--- src/rtl/i2cmb_pkg.sv ---
package i2cmb_pkg;

    localparam int REG_AW = 7;
    localparam int DATA_W = 8;
    localparam int CNT_W  = $clog2(DATA_W) + 1;

    typedef enum logic [3:0] {
        PS_IDLE,
        PS_ADDR,
        PS_ADDR_ACK,
        PS_PTR,
        PS_PTR_ACK,
        PS_WDATA,
        PS_WDATA_ACK,
        PS_RDATA,
        PS_RDATA_ACK
    } port_state_e;

    typedef struct packed {
        port_state_e             st;
        logic [CNT_W-1:0]        cnt;
        logic [DATA_W-1:0]       rx;
        logic [DATA_W-1:0]       tx;
        logic [REG_AW-1:0]       ptr;
        logic                    incr;
        logic                    rw;
        logic                    mack;
        logic                    oe;
        logic                    wr;
        logic [REG_AW-1:0]       wr_addr;
        logic [DATA_W-1:0]       wr_data;
        logic                    take;
        logic                    d1;
        logic                    bend;
    } port_regs_t;

endpackage

--- src/rtl/i2cmb_sync.sv ---
module i2cmb_sync #(
    parameter int STAGES = 2
) (
    input  logic clk,
    input  logic rst_n,
    input  logic scl_i,
    input  logic sda_i,
    output logic scl_s,
    output logic sda_s,
    output logic scl_rise,
    output logic scl_fall,
    output logic cond_start,
    output logic cond_stop
);

    typedef struct packed {
        logic [STAGES-1:0] scl_sr;
        logic [STAGES-1:0] sda_sr;
        logic              scl_p;
        logic              sda_p;
    } sync_regs_t;

    sync_regs_t sy_q, sy_d;

    always_comb begin
        sy_d        = sy_q;
        sy_d.scl_sr = {sy_q.scl_sr[STAGES-2:0], scl_i};
        sy_d.sda_sr = {sy_q.sda_sr[STAGES-2:0], sda_i};
        sy_d.scl_p  = sy_q.scl_sr[STAGES-1];
        sy_d.sda_p  = sy_q.sda_sr[STAGES-1];
    end

    always_ff @(posedge clk or negedge rst_n) begin
        if (!rst_n) begin
            sy_q <= '1;
        end else begin
            sy_q <= sy_d;
        end
    end

    assign scl_s      = sy_q.scl_sr[STAGES-1];
    assign sda_s      = sy_q.sda_sr[STAGES-1];
    assign scl_rise   = scl_s && !sy_q.scl_p;
    assign scl_fall   = !scl_s && sy_q.scl_p;
    assign cond_start = scl_s && sy_q.scl_p && !sda_s && sy_q.sda_p;
    assign cond_stop  = scl_s && sy_q.scl_p && sda_s && !sy_q.sda_p;

endmodule

--- src/rtl/i2cmb_mailbox.sv ---
module i2cmb_mailbox
    import i2cmb_pkg::*;
(
    input  logic              clk,
    input  logic              rst_n,
    input  logic              proc_wr,
    input  logic [DATA_W-1:0] proc_data,
    input  logic              take_i,
    input  logic              d1_i,
    input  logic              bend_i,
    input  logic              abort_i,
    output logic [DATA_W-1:0] mb_data,
    output logic              req
);

    typedef struct packed {
        logic              full;
        logic              busy;
        logic              d1;
        logic [DATA_W-1:0] data;
        logic              req;
    } mb_regs_t;

    mb_regs_t mb_q, mb_d;

    always_comb begin
        mb_d = mb_q;
        if (take_i) begin
            mb_d.full = 1'b0;
            mb_d.busy = 1'b1;
            mb_d.d1   = 1'b0;
        end
        if (d1_i && mb_q.busy) begin
            mb_d.d1 = 1'b1;
        end
        if (bend_i || abort_i) begin
            mb_d.busy = 1'b0;
            mb_d.d1   = 1'b0;
        end
        if (proc_wr) begin
            mb_d.full = 1'b1;
            mb_d.data = proc_data;
        end
        mb_d.req = mb_d.full || (mb_d.busy && !mb_d.d1);
    end

    always_ff @(posedge clk or negedge rst_n) begin
        if (!rst_n) begin
            mb_q <= '0;
        end else begin
            mb_q <= mb_d;
        end
    end

    assign mb_data = mb_q.data;
    assign req     = mb_q.req;

    AST_FILL_RAISES_REQ: assert property (@(posedge clk) disable iff (!rst_n)
        proc_wr |=> req);

    AST_EMPTY_DROPS_REQ: assert property (@(posedge clk) disable iff (!rst_n)
        (d1_i && mb_q.busy && !mb_q.full && !proc_wr && !take_i) |=> !req);

    AST_REFILL_NO_GAP: assert property (@(posedge clk) disable iff (!rst_n)
        mb_q.full |=> req);

endmodule

--- src/rtl/i2c_mailbox_port.sv ---
module i2c_mailbox_port
    import i2cmb_pkg::*;
#(
    parameter logic [REG_AW-1:0] SLAVE_ADDR  = 7'h2A,
    parameter logic [REG_AW-1:0] MBOX_ADDR   = 7'h7F,
    parameter int                SYNC_STAGES = 2
) (
    input  logic              clk,
    input  logic              rst_n,
    input  logic              scl_i,
    input  logic              sda_i,
    output logic              sda_oe,
    input  logic              proc_wr,
    input  logic [DATA_W-1:0] proc_data,
    output logic              reg_wr,
    output logic [REG_AW-1:0] reg_addr,
    output logic [DATA_W-1:0] reg_wdata,
    input  logic [DATA_W-1:0] reg_rdata,
    output logic              req
);

    localparam logic [CNT_W-1:0] FULL_CNT = CNT_W'(DATA_W);
    localparam logic [CNT_W-1:0] D1_CNT   = CNT_W'(DATA_W - 2);

    logic              scl_s, sda_s;
    logic              ev_rise, ev_fall, ev_start, ev_stop;
    logic [DATA_W-1:0] mb_data;
    logic [DATA_W-1:0] load_byte;
    logic              load_mbox;

    port_regs_t q, n;

    i2cmb_sync #(.STAGES(SYNC_STAGES)) u_sync (
        .clk        (clk),
        .rst_n      (rst_n),
        .scl_i      (scl_i),
        .sda_i      (sda_i),
        .scl_s      (scl_s),
        .sda_s      (sda_s),
        .scl_rise   (ev_rise),
        .scl_fall   (ev_fall),
        .cond_start (ev_start),
        .cond_stop  (ev_stop)
    );

    i2cmb_mailbox u_mbox (
        .clk       (clk),
        .rst_n     (rst_n),
        .proc_wr   (proc_wr),
        .proc_data (proc_data),
        .take_i    (q.take),
        .d1_i      (q.d1),
        .bend_i    (q.bend),
        .abort_i   (ev_start || ev_stop),
        .mb_data   (mb_data),
        .req       (req)
    );

    assign load_mbox = (q.ptr == MBOX_ADDR);
    assign load_byte = load_mbox ? mb_data : reg_rdata;

    always_comb begin
        n      = q;
        n.wr   = 1'b0;
        n.take = 1'b0;
        n.d1   = 1'b0;
        n.bend = 1'b0;
        if (ev_start) begin
            n.st  = PS_ADDR;
            n.cnt = '0;
            n.oe  = 1'b0;
        end else if (ev_stop) begin
            n.st  = PS_IDLE;
            n.cnt = '0;
            n.oe  = 1'b0;
        end else begin
            if (ev_rise) begin
                if (q.st inside {PS_ADDR, PS_PTR, PS_WDATA, PS_RDATA}) begin
                    n.rx  = {q.rx[DATA_W-2:0], sda_s};
                    n.cnt = q.cnt + 1'b1;
                    if (q.st == PS_RDATA && q.cnt == D1_CNT) begin
                        n.d1 = 1'b1;
                    end
                end
                if (q.st == PS_RDATA_ACK) begin
                    n.mack = !sda_s;
                end
            end
            if (ev_fall) begin
                unique case (q.st)
                    PS_ADDR: begin
                        if (q.cnt == FULL_CNT) begin
                            if (q.rx[DATA_W-1:1] == SLAVE_ADDR) begin
                                n.st = PS_ADDR_ACK;
                                n.rw = q.rx[0];
                                n.oe = 1'b1;
                            end else begin
                                n.st = PS_IDLE;
                            end
                        end
                    end
                    PS_ADDR_ACK, PS_RDATA_ACK: begin
                        if ((q.st == PS_ADDR_ACK && q.rw) ||
                            (q.st == PS_RDATA_ACK && q.mack)) begin
                            n.st   = PS_RDATA;
                            n.tx   = load_byte;
                            n.oe   = !load_byte[DATA_W-1];
                            n.cnt  = '0;
                            n.mack = 1'b0;
                            n.take = load_mbox;
                        end else if (q.st == PS_ADDR_ACK) begin
                            n.st  = PS_PTR;
                            n.oe  = 1'b0;
                            n.cnt = '0;
                        end else begin
                            n.st = PS_IDLE;
                        end
                    end
                    PS_PTR: begin
                        if (q.cnt == FULL_CNT) begin
                            n.ptr  = q.rx[REG_AW-1:0];
                            n.incr = q.rx[DATA_W-1];
                            n.oe   = 1'b1;
                            n.st   = PS_PTR_ACK;
                        end
                    end
                    PS_PTR_ACK, PS_WDATA_ACK: begin
                        n.oe  = 1'b0;
                        n.cnt = '0;
                        n.st  = PS_WDATA;
                    end
                    PS_WDATA: begin
                        if (q.cnt == FULL_CNT) begin
                            n.wr      = 1'b1;
                            n.wr_addr = q.ptr;
                            n.wr_data = q.rx;
                            if (q.incr) begin
                                n.ptr = q.ptr + 1'b1;
                            end
                            n.oe = 1'b1;
                            n.st = PS_WDATA_ACK;
                        end
                    end
                    PS_RDATA: begin
                        if (q.cnt == FULL_CNT) begin
                            n.oe   = 1'b0;
                            n.st   = PS_RDATA_ACK;
                            n.bend = 1'b1;
                            if (q.incr) begin
                                n.ptr = q.ptr + 1'b1;
                            end
                        end else if (q.cnt != '0) begin
                            n.tx = {q.tx[DATA_W-2:0], 1'b0};
                            n.oe = !q.tx[DATA_W-2];
                        end
                    end
                    default: begin
                        n.oe = 1'b0;
                    end
                endcase
            end
        end
    end

    always_ff @(posedge clk or negedge rst_n) begin
        if (!rst_n) begin
            q    <= '0;
            q.st <= PS_IDLE;
        end else begin
            q <= n;
        end
    end

    assign sda_oe    = q.oe;
    assign reg_wr    = q.wr;
    assign reg_addr  = q.wr ? q.wr_addr : q.ptr;
    assign reg_wdata = q.wr_data;

    AST_IDLE_RELEASED: assert property (@(posedge clk) disable iff (!rst_n)
        (q.st == PS_IDLE) |-> !sda_oe);

    AST_MISMATCH_NO_ACK: assert property (@(posedge clk) disable iff (!rst_n)
        (ev_fall && q.st == PS_ADDR && q.cnt == FULL_CNT &&
         q.rx[DATA_W-1:1] != SLAVE_ADDR) |=> !sda_oe);

    AST_WR_SINGLE_PULSE: assert property (@(posedge clk) disable iff (!rst_n)
        reg_wr |=> !reg_wr);

    AST_OE_MOVES_ON_LOW: assert property (@(posedge clk) disable iff (!rst_n)
        !$stable(sda_oe) |-> $past(ev_fall || ev_start || ev_stop));

endmodule

--- config.mk ---
export PLATFORM = sky130hd
export DESIGN_NAME = i2c_mailbox_port
export DESIGN_NICKNAME = d
export VERILOG_FILES = /design/src/rtl/i2cmb_pkg.sv /design/src/rtl/i2cmb_sync.sv /design/src/rtl/i2cmb_mailbox.sv /design/src/rtl/i2c_mailbox_port.sv
export SDC_FILE = /design/constraint.sdc
export NUM_CORES = 1
export LEC_CHECK = 0
export BUFFER_PORTS_ARGS = -buffer_cell sky130_fd_sc_hd__buf_2
export CAP_MARGIN = 0
export CORE_MARGIN = 2
export CORE_UTILIZATION = 58
export CTS_BUF_LIST = sky130_fd_sc_hd__clkbuf_16
export DETAILED_ROUTE_END_ITERATION = 6
export GPL_TIMING_DRIVEN = 0
export PLACE_DENSITY = 0.79
export SETUP_SLACK_MARGIN = 0.2
export SYNTH_ARGS = -nofsm -noshare
export SYNTH_HDL_FRONTEND = slang
export SYNTH_SLANG_ARGS = --single-unit
export TNS_END_PERCENT = 10
--- constraint.sdc ---
create_clock -name clk -period 2.4 [get_ports clk]
set_input_delay 0 -clock clk [delete_from_list [all_inputs] [get_ports clk]]
set_output_delay 0 -clock clk [all_outputs]
set_load 0.01 [all_outputs]
==> flow_summary.yaml, run 1 <==
timing:
  post-route-min-period_ns: 2.16
  hold_viol_final: 0
  fin_tns_setup_ns: 0
  slew_headroom: 0.410
  finClkSkew_ns: 0.00492
  rsz0062_at_grt: "true"
  max_freq_mhz: 464
  period_share: 0.898
  setup_viol: 0
  worst_pin_slew_ns: 0.884
  drv_slew: 0
global_routing:
  grt_usage: 0.232
  grt_pass1_wl_um: 11500
  overflow: 0
  grt_pass1_vias: 2387
  grt_antenna_before_repair: 0
  grt_max_degree: 72
placed_design:
  dpl_cell_area_sq_um: 3820
  dpl.hpwl_um: 4660
  place.gp.congestion: 0.874
  io_buffers: 37
final_layout:
  layout-drive-gt1-share: 0.332
  regArea_sq_um: 1780
  final_nets: 397
  multi_input_area_sq_um: 1590
  area_delta_synth_final_pct: 20.1
  final_core_util: 0.717
  fillers: 446
  num_antenna_cells: 0
  fin_area_sq_um: 4250
die:
  core_area_sq_um: 5920
  die_y_um: 82.1
  start_util: 0.597
  die_w_um: 82.1
  ios: 39
  die_area_sq_um: 6730
  fp-row-count: 28
synth:
  async_reset_ff_frac: 1.00
  ys_types: 49
  yosys_warnings: 0
  synth_commonest_cells: "dfrtp_1, mux2_2, nor2_1"
  synth.most_common_cell: "dfrtp_1"
  avgSynthCellArea_sq_um: 11.3
  synth_top_area_frac: 0.460
  synth_top_cell_by_area: "dfrtp_1"
  syn-cell-area_sq_um: 3530
  yosysSeqAreaShare: 0.505
  synth_seq_cells: 71
  netlist_top_cells_area: "dfrtp_1, mux2_2, dfstp_2"
  synth_top_flop_cell: "dfrtp_1"
  synthCells: 312
  synth_edf_count: 0
  synth_nets: 337
worst_setup_path:
  path_class: "reg -> reg"
  worstReg2RegEnd: "q[17]"
  cp-end-kind: "register"
  path_cells: "inv_1 -> ha_1 -> and3b_2 -> nand2_2 -> or3_1 -> buf_4 -> buf_8 -> mux2_4"
  crit_family: "simple AND/OR/NAND/NOR gates"
  crit_required_ns: 2.61
  r2r_cells: 8
  r2r_slack_ns: 0.24
  max_stage_delay_ns: 0.42
  critPathBufInv: 3
  critPathMaxFanout: 10
  critPathSlowestCell: "dfrtp_1"
  startpoint_type: "register"
  rr_startpoint: "q[46]"
  crit_arrival_ns: 2.37
cts:
  clk_pin_slew_worst_paths_ns: 0.05
  cts.sinks: 71
  clk_latency_ns: 0.33
  h-tree-depth: 3
  cts-root-buf: "clkbuf_16"
  cts_tree: "built"
  clock_path_buffers: 2
  cts_made_buffers: 9
worst_hold_path:
  whs_path_depth: 4
  worstHoldStart: "reg_rdata[0]"
  hold_path_class: "in -> reg"
  min_to: "q[30]"
run_status:
  status: "completed"
drt:
  vias: 2555
  firstDrtPassIters: 4
  drc_errors: 0
  avgViaCountPerCell: 5.65
  drtIter0Drc: 133
  wl_um: 7040
  ant_nets: 0
  wl_per_cell_um: 15.6
power:
  leakagePower_nw: 1.97
  power.density_nw_per_um2: 674
  total_power_mw: 2.86
  ir_drop_mv: 0.475
job:
  drv_cap: 0
-- sequential cells by signal, indices dropped and copies added (netlist names) --
name,flops
q,43
u_sync.sda_s,1
u_mbox.mb_data,8
u_mbox.req,1
u_sync.sy_q,2
reg_wr,1
u_sync.sy_d,2
u_sync.scl_s,1
sda_oe,1
u_mbox.mb_q,3
reg_wdata,8
-- metal layers --
layer,vias up,global-route usage,wire length (um)
met1,1259,0.316,3310
met4,0,0.105,119
met3,10,0.0495,231
met2,50,0.356,3380
li1,1236,-,-
met5,-,0,0
-- per-stage QoR --
stage / instances / hold WS [ns] / setup WS, ns
floorplan: 312 / -0.296 / 0.380
global placement: 424 / 0.105 / 0.180
detailed placement: 424 / 0.107 / 0.132
CTS: 452 / 0.0910 / 0.232
global route: 452 / 0.118 / 0.151
finish: 452 / 0.0901 / 0.244
-- logic make-up after synthesis --
family / count (synthesis) / synth area share
adder cells (fa/ha/maj): 4 / 0.0142
flip-flops: 71 / 0.505
XOR/XNOR: 5 / 0.0124
AND/OR/NAND/NOR: 88 / 0.134
AO/OA/AOI/OAI: 58 / 0.105
buffers and inverters: 31 / 0.0478
multiplexers: 55 / 0.181
-- where the power goes --
| part | internal (mW) | total (mW) | switching [mW] |
|---|---|---|---|
| clock | 0.892 | 1.36 | 0.471 |
| sequential | 1.25 | 1.31 | 0.0547 |
| combinational | 0.0948 | 0.194 | 0.0996 |
-- cells in the final DEF (no fill, tap or decap), types with 10 or more instances in the layout --
cell type,instances
mux2i_1,10
dlygate4sd3_1,11
dfrtp_1,65
nand2_1,18
buf_4,11
nor2_1,22
buf_2,42
a21oi_1,13
o21ai_0,14
mux2_2,36
-- worst reg2reg max path, delay by kind of cell (launching register included) --
| kind | cells | cell delay [ns] |
|---|---|---|
| buf+inv | 3 | 0.44 |
| mux | 1 | 0.30 |
| fa+ha+maj | 1 | 0.20 |
| simple gates | 3 | 0.69 |
| flops | 1 | 0.42 |
-- final cells by class --
class                   instances  share of cell area
flip-flops and latches         71               0.420
well taps                      75              0.0221
clock buffers                   9              0.0530
multi-input cells             210               0.374
repair buffers                 49              0.0719
clock inverters                 7              0.0189
plain buffers                  25              0.0348
inverters                       6             0.00530
-- what timing repair did --
action | CTS | global route
hold endpoints to repair | 75 | 0
hold buffers | 11 | 0
gates resized for setup | 1 | 3
setup buffers | 1 | 0
setup endpoints to repair | 10 | 16
-- worst max-delay path by stage --
stage,from,end,slack (ns),cells after the start
2_1_floorplan,q[46],q[11],0.38,8
5_1_grt,q[46],q[17],0.15,8
4_1_cts,q[46],reg_wdata[7],0.23,8
3_3_place_gp,q[46],reg_wdata[7],0.18,8
3_5_place_dp,q[46],reg_wdata[7],0.13,8
6_report,q[46],q[17],0.24,8
Note: power is estimated with default switching activity, not from simulation.
==> inputs of run 2 (changes only) <==
--- a/config.mk
+++ b/config.mk
@@ -13,6 +13,7 @@
 export DETAILED_ROUTE_END_ITERATION = 6
 export GPL_TIMING_DRIVEN = 0
 export PLACE_DENSITY = 0.79
+export RECOVER_POWER = 25
 export SETUP_SLACK_MARGIN = 0.2
 export SYNTH_ARGS = -nofsm -noshare
 export SYNTH_HDL_FRONTEND = slang
==> run 2 against run 1 <==
The run now ends with max-capacitance violations, max-slew violations left. Fmax about the same. Clock power hardly changed. Sequential cell count unchanged. Total power is essentially flat. Highest routed layer unchanged.
==> flow_summary.yaml, run 2 (same netlist as run 1, synthesis figures left out) <==
run_status:
  status: "complete, but fails checks"
  violations: "max-capacitance violations, max-slew violations"
timing:
  drv_slew: 72
  rsz0062_at_grt: "true"
  worst_slack_ns: 0.244
  slew_headroom: -0.144
  period_share: 0.898
  setup_viol: 0
  finClkSkew_ns: 0.00490
  max_freq_mhz: 464
  worst_pin_slew_ns: 1.72
  post-route-min-period_ns: 2.16
  hold_viol_final: 0
  fin_tns_setup_ns: 0
global_routing:
  grt_pass1_wl_um: 11500
  grt_pass1_vias: 2387
  overflow: 0
  grt_usage: 0.232
  grt_antenna_before_repair: 0
  grt_max_degree: 72
worst_setup_path:
  r2r_cells: 8
  path_class: "reg -> reg"
  cp-end-kind: "register"
  r2r_slack_ns: 0.24
  startpoint_type: "register"
  critPathMaxFanout: 10
  crit_required_ns: 2.61
  crit_arrival_ns: 2.37
drt:
  wl_per_cell_um: 15.6
  vias: 2545
  ant_nets: 0
  avgViaCountPerCell: 5.63
  wl_um: 7040
  drc_errors: 0
  firstDrtPassIters: 4
  drtIter0Drc: 133
placed_design:
  dpl.hpwl_um: 4660
  dpl_cell_area_sq_um: 3820
  place.gp.congestion: 0.874
  io_buffers: 37
  post-place-ws_ns: 0.132
power:
  leakagePower_nw: 1.92
  ir_drop_mv: 0.475
  power.density_nw_per_um2: 677
cts:
  clk_pin_slew_worst_paths_ns: 0.05
  cts_tree: "built"
  clock_path_buffers: 2
  cts-root-buf: "clkbuf_16"
  cts_made_buffers: 9
  h-tree-depth: 3
  cts.sinks: 71
  clk_latency_ns: 0.33
die:
  die_y_um: 82.1
  fp-row-count: 28
  start_util: 0.597
  core_area_sq_um: 5920
  die_w_um: 82.1
  die_area_sq_um: 6730
  ios: 39
job:
  drv_cap: 1
worst_hold_path:
  hold_path_class: "in -> reg"
  whs_path_depth: 4
final_layout:
  mostFrequentLayoutCells: "dfrtp_1, mux2_2, buf_2"
  max_flop_register: "q"
  num_antenna_cells: 0
  layout_commonest_cell: "dfrtp_1"
  largest_reg_flops: 43
  fin_area_sq_um: 4230
  area_delta_synth_final_pct: 19.7
  layout-drive-gt1-share: 0.297
  final_nets: 397
run 2: report_power, final:
part	internal, mW	switching (mW)
clock network	0.892	0.473
logic	0.0941	0.0990
registers	1.25	0.0547
run 2: critical path, stage by stage (launching register included):
cell     delay [ns]
dfrtp_1        0.42
inv_1          0.10
ha_1           0.20
and3b_2        0.24
nand2_2        0.09
or3_1          0.36
buf_4          0.18
buf_8          0.16
mux2_4         0.30
run 2: path summary, 6_finish.rpt:
check	from	to
max	q[46]	q[17]
min	reg_rdata[0]	q[30]
max reg2reg	q[46]	q[17]
min reg2reg	u_sync.sy_d[3]	u_sync.sda_s
max in group asynchronous	rst_n	q[51]
min in group asynchronous	rst_n	q[39]
run 2: per-stage QoR:
stage           util  hold WS (ns)  power (mW)  instances
4_1_cts        0.716        0.0910        2.88        452
3_3_place_gp   0.644         0.105        1.49        424
3_5_place_dp   0.645         0.107        1.50        424
2_1_floorplan      -        -0.296        1.42        312
6_report       0.714        0.0895        2.86        452
5_1_grt        0.714         0.118        2.97        452
run 2: routing by layer:
| metal | GRT usage | wire (um) | vias to the layer above |
|---|---|---|---|
| met3 | 0.0495 | 231 | 10 |
| met5 | 0 | 0 | - |
| met2 | 0.356 | 3360 | 48 |
| li1 | - | - | 1234 |
| met4 | 0.105 | 129 | 0 |
| met1 | 0.316 | 3330 | 1253 |
run 2: area by class of cell:
cell class	instances	area, sq um
flip-flops and latches	71	1780
multi-input cells	210	1590
well taps	75	93.8
plain buffers	25	148
clock buffers	9	225
clock inverters	7	80.1
inverters	6	22.5
repair buffers	49	289
fillers	450	1690
run 2: repair_timing:
action,CTS,global route
endpoints found under the hold margin,75,0
gates resized for setup,1,3
setup buffers,1,0
hold buffers,11,0
setup endpoints to repair,10,16
